### config.mk
export PLATFORM = sky130hd
export DESIGN_NAME = tribus_regfile
export DESIGN_NICKNAME = d
export VERILOG_FILES = /design/src/rtl/rf_pkg.sv /design/src/rtl/rf_ctrl.sv /design/src/rtl/rf_data.sv /design/src/rtl/tribus_regfile.sv
export SDC_FILE = /design/constraint.sdc
export NUM_CORES = 1
export LEC_CHECK = 0
export ABC_AREA = 1
export ABC_CLOCK_PERIOD_IN_PS = 4000
export BUFFER_PORTS_ARGS = -buffer_cell sky130_fd_sc_hd__buf_4
export CORE_MARGIN = 4
export CORE_UTILIZATION = 41
export DETAILED_ROUTE_END_ITERATION = 10
export GPL_ROUTABILITY_DRIVEN = 1
export MAX_ROUTING_LAYER = met4
export PLACE_DENSITY = 0.55
export SYNTH_ARGS = -nofsm -noshare
export SYNTH_HDL_FRONTEND = slang
export SYNTH_SLANG_ARGS = --single-unit
export TNS_END_PERCENT = 20
### constraint.sdc
create_clock -name clk -period 4 [get_ports clk]
set_input_delay 0.2 -clock clk [delete_from_list [all_inputs] [get_ports clk]]
set_output_delay 0.2 -clock clk [all_outputs]
set_load 0.01 [all_outputs]
### src/rtl/rf_pkg.sv
package rf_pkg;
  localparam int SEL_W    = 4;
  localparam int MAX_REGS = 1 << SEL_W;

  typedef struct packed {
    logic [MAX_REGS-1:0] aHot;
    logic [MAX_REGS-1:0] bHot;
    logic [MAX_REGS-1:0] wrHot;
  } strobe_t;
endpackage

### src/rtl/rf_ctrl.sv
module rf_ctrl #(
  parameter int NUM_REGS = 12
) (
  input  logic [rf_pkg::SEL_W-1:0] selA,
  input  logic [rf_pkg::SEL_W-1:0] selB,
  input  logic [rf_pkg::SEL_W-1:0] selC,
  input  logic                     encC,
  output rf_pkg::strobe_t          strb
);
  localparam int SW = rf_pkg::SEL_W;

  // One decoder slot per encodable code; codes past the bank decode to nothing.
  for (genvar i = 0; i < rf_pkg::MAX_REGS; i++) begin : g_dec
    if (i < NUM_REGS) begin : g_live
      assign strb.aHot[i]  = (selA == SW'(i));
      assign strb.bHot[i]  = (selB == SW'(i));
      assign strb.wrHot[i] = encC && (selC == SW'(i));
    end else begin : g_dead
      assign strb.aHot[i]  = 1'b0;
      assign strb.bHot[i]  = 1'b0;
      assign strb.wrHot[i] = 1'b0;
    end
  end
endmodule

### src/rtl/rf_data.sv
module rf_data #(
  parameter int REG_W    = 16,
  parameter int NUM_REGS = 12
) (
  input  logic                clk,
  input  logic                rst,
  input  logic [NUM_REGS-1:0] aHot,
  input  logic [NUM_REGS-1:0] bHot,
  input  logic [NUM_REGS-1:0] wrHot,
  input  logic [REG_W-1:0]    busC,
  output logic [REG_W-1:0]    busA,
  output logic [REG_W-1:0]    busB
);
  logic [REG_W-1:0] regs [NUM_REGS];

  for (genvar i = 0; i < NUM_REGS; i++) begin : g_reg
    always_ff @(posedge clk) begin
      if (rst)           regs[i] <= '0;
      else if (wrHot[i]) regs[i] <= busC;
    end
  end

  // AND-OR read muxes: a one-hot strobe leaves exactly one term live.
  always_comb begin
    busA = '0;
    busB = '0;
    for (int i = 0; i < NUM_REGS; i++) begin
      busA |= regs[i] & {REG_W{aHot[i]}};
      busB |= regs[i] & {REG_W{bHot[i]}};
    end
  end
endmodule

### src/rtl/tribus_regfile.sv
module tribus_regfile #(
  parameter int REG_W    = 16,
  parameter int NUM_REGS = 12
) (
  input  logic                     clk,
  input  logic                     rst,
  input  logic [rf_pkg::SEL_W-1:0] selA,
  input  logic [rf_pkg::SEL_W-1:0] selB,
  input  logic [rf_pkg::SEL_W-1:0] selC,
  input  logic                     encC,
  input  logic [REG_W-1:0]         busC,
  output logic [REG_W-1:0]         busA,
  output logic [REG_W-1:0]         busB
);
  rf_pkg::strobe_t strb;

  rf_ctrl #(.NUM_REGS(NUM_REGS)) u_ctrl (
    .selA(selA), .selB(selB), .selC(selC), .encC(encC), .strb(strb)
  );

  rf_data #(.REG_W(REG_W), .NUM_REGS(NUM_REGS)) u_data (
    .clk(clk), .rst(rst),
    .aHot(strb.aHot[NUM_REGS-1:0]),
    .bHot(strb.bHot[NUM_REGS-1:0]),
    .wrHot(strb.wrHot[NUM_REGS-1:0]),
    .busC(busC), .busA(busA), .busB(busB)
  );
endmodule

==> results_dict.tcl <==
set metrics [dict create \
    crit_chain "buf_4 > inv_1 > nor2_4 > buf_4 > nand3_1 > nand2_1 > nor2_1 > nand3_1 > buf_4" \
    cts_tree "built" \
    maxSlewViolCount 0 \
    synth-compound-area-share 0.002110 \
    synth_cells 1289 \
    drt_pass1_iterations 6 \
    postSynthNetCount 1320 \
    crit_top_cell "buf_4" \
    status "finished, final reports clean" \
    synth-seq-cells 192 \
    viasPerCell 5.882 \
    synthSimpleGateAreaFrac 0.4005 \
    synth.area.mux_share 0 \
    maxCapViolations 0 \
    max_freq_mhz 429.4 \
    dpl-instance-area_um2 11340 \
    critPathRequiredTime_ns 3.80 \
    critPathCaptureType "output port" \
    ys_warn_count 0 \
    final_layout_size_suffix_gt1_frac 0.1307 \
    area_growth_syn_to_layout_pct 11.86 \
    power.density_nw_per_um2 398.7 \
    critPathKind "input pin to output port" \
    die_h_um 169.3 \
    fin_setup_tns_ns 0 \
    tightest_slew_ns 1.238 \
    regMostFlops "u_data.regs" \
    ctsHoldBuffers 0 \
    clock_path_buffers 2 \
    first_iter_violations 1329 \
    syn-mean-instance-area_um2 8.280 \
    synth_top_area_frac 0.5402 \
    timing.final.crit_period_ns 2.329 \
    coreArea_um2 25400 \
    grt_pass1_wl_um 58770 \
    ys_seq_area_frac 0.5402 \
    cts_sinks 192 \
    yosysUniqueCellTypes 20 \
    dp_hpwl_um 23610 \
    fin_crit_sh 0.5822 \
    rsz0062_at_grt "false" \
    reg.largest.list "u_data.regs (192)" \
    dieArea_um2 28680 \
    n_fill_cell 2474 \
    io_buffers 62 \
    routed_wl_um 40120 \
    path_max_fanout 31 \
    yosys.area_share.xor_xnor 0 \
    slew-limit-headroom 0.1729 \
    via_count 9634 \
    gp_congestion 0.8844 \
    clk_pin_slew_ns 0.08 \
    leakagePower_nw 5.110 \
    layout.nets 1326 \
    synth_top_area_cell "edfxtp_1" \
    critPathArrivalTime_ns 2.13 \
    postRouteAntennaNets 0 \
    crit_slowest_cell "nor2_4" \
    initial_core_util 0.4202 \
    hold_viol_final 0 \
    largest_reg_flops 192 \
    setup_violations 0 \
    cts_resized 0 \
    grt_max_degree 65 \
    design_area_um2 11940 \
    die_w_um 169.3 \
    gr-total-overflow 0 \
    ir_worst_vdd_uv 278.7 \
    path_buf_inv 4 \
    cts_setup_buffers 0 \
    hp-class "input pin to flop" \
    wl_per_cell_um 24.49 \
    cts_made_buffers 17 \
    grt_antenna_before_repair 0 \
    grt_pass1_vias 8989 \
    synth_fa_ha_area_frac 0 \
    grt_use_total 0.2857 \
    max_stage_delay_ns 0.70 \
    start_kind "input pin" \
    ioPinCount 63 \
    synth_top_family_by_area "simple AND/OR/NAND/NOR gates" \
    drc 0 \
    synth_area_leaders "edfxtp_1, nand3_1, nor2_1" \
    netlist_area_um2 10670 \
    rows 58 \
    cts-root-buf "clkbuf_16" \
    crit_family "simple AND/OR/NAND/NOR gates" \
    diodes 0 \
    ctsHtreeMaxLevel 4 \
    p_total_mw 4.760 \
]
## logic make-up after synthesis
group,after synthesis
AO/OA/AOI/OAI,4
buffers and inverters,133
flip-flops,192
AND/OR/NAND/NOR,960
## cell type report
| class | count | area [µm²] | share of cell area |
|---|---|---|---|
| clock inverters | 15 | 168.9 | 0.01415 |
| multi-input cells | 964 | 4389 | 0.3676 |
| repair buffers | 87 | 653.1 | 0.05471 |
| well taps | 330 | 412.9 | 0.03458 |
| inverters | 33 | 123.9 | 0.01038 |
| clock buffers | 17 | 425.4 | 0.03563 |
| flip-flops and latches | 192 | 5766 | 0.4829 |
## power breakdown
group          total [mW]  internal (mW)  switching [mW]
Clock                1.74          0.846           0.892
Combinational       0.611          0.166           0.445
Sequential           2.41           2.34          0.0765
Total                4.76           3.35            1.41
## stage by stage
step                hold WS, ns  utilization  worst slack (ns)  instances
global route             0.1702       0.4700             1.610       1638
floorplan                0.4301            -             1.770       1289
global placement         0.6312       0.4467             1.737       1606
CTS                      0.1686       0.4700             1.732       1638
finish                   0.1920       0.4700             1.671       1638
detailed placement       0.6338       0.4467             1.736       1606
## metal layers
layer | up-vias | track usage | share of wire
met2 | 566 | 0.4402 | 0.46
met3 | 89 | 0.04123 | 0.096
met5 | - | - | 0
met4 | 0 | 0.1047 | 0.032
met1 | 4609 | 0.3872 | 0.41
li1 | 4370 | - | -
## cell usage after synthesis, drive strengths merged
master	number
o21ai	3
o31ai	1
buf	68
nand3	392
nor2	310
edfxtp	192
nand4	2
nand2	255
nor3	1
inv	33
clkbuf	32
## worst paths after layout
| kind | from | end | slack [ns] | cells past startpoint |
|---|---|---|---|---|
| worst max-delay path | selA[3] | busA[14] | 1.67 | 9 |
| worst min-delay path | selC[3] | u_data.regs[0][4]$_SDFFCE_PN0P_ | 0.19 | 2 |
## cell usage in the layout (no fill, tap or decap), types with 7 or more instances in the layout
cell type and n:
nand3_1 382, nand2_1 253, nand3_2 7, nor2_1 283, buf_4 87, edfxtp_1 192, clkbuf_16 17, nor2_4 14
nor2_2 13, inv_1 26
Power figures use the tool's default switching activity.
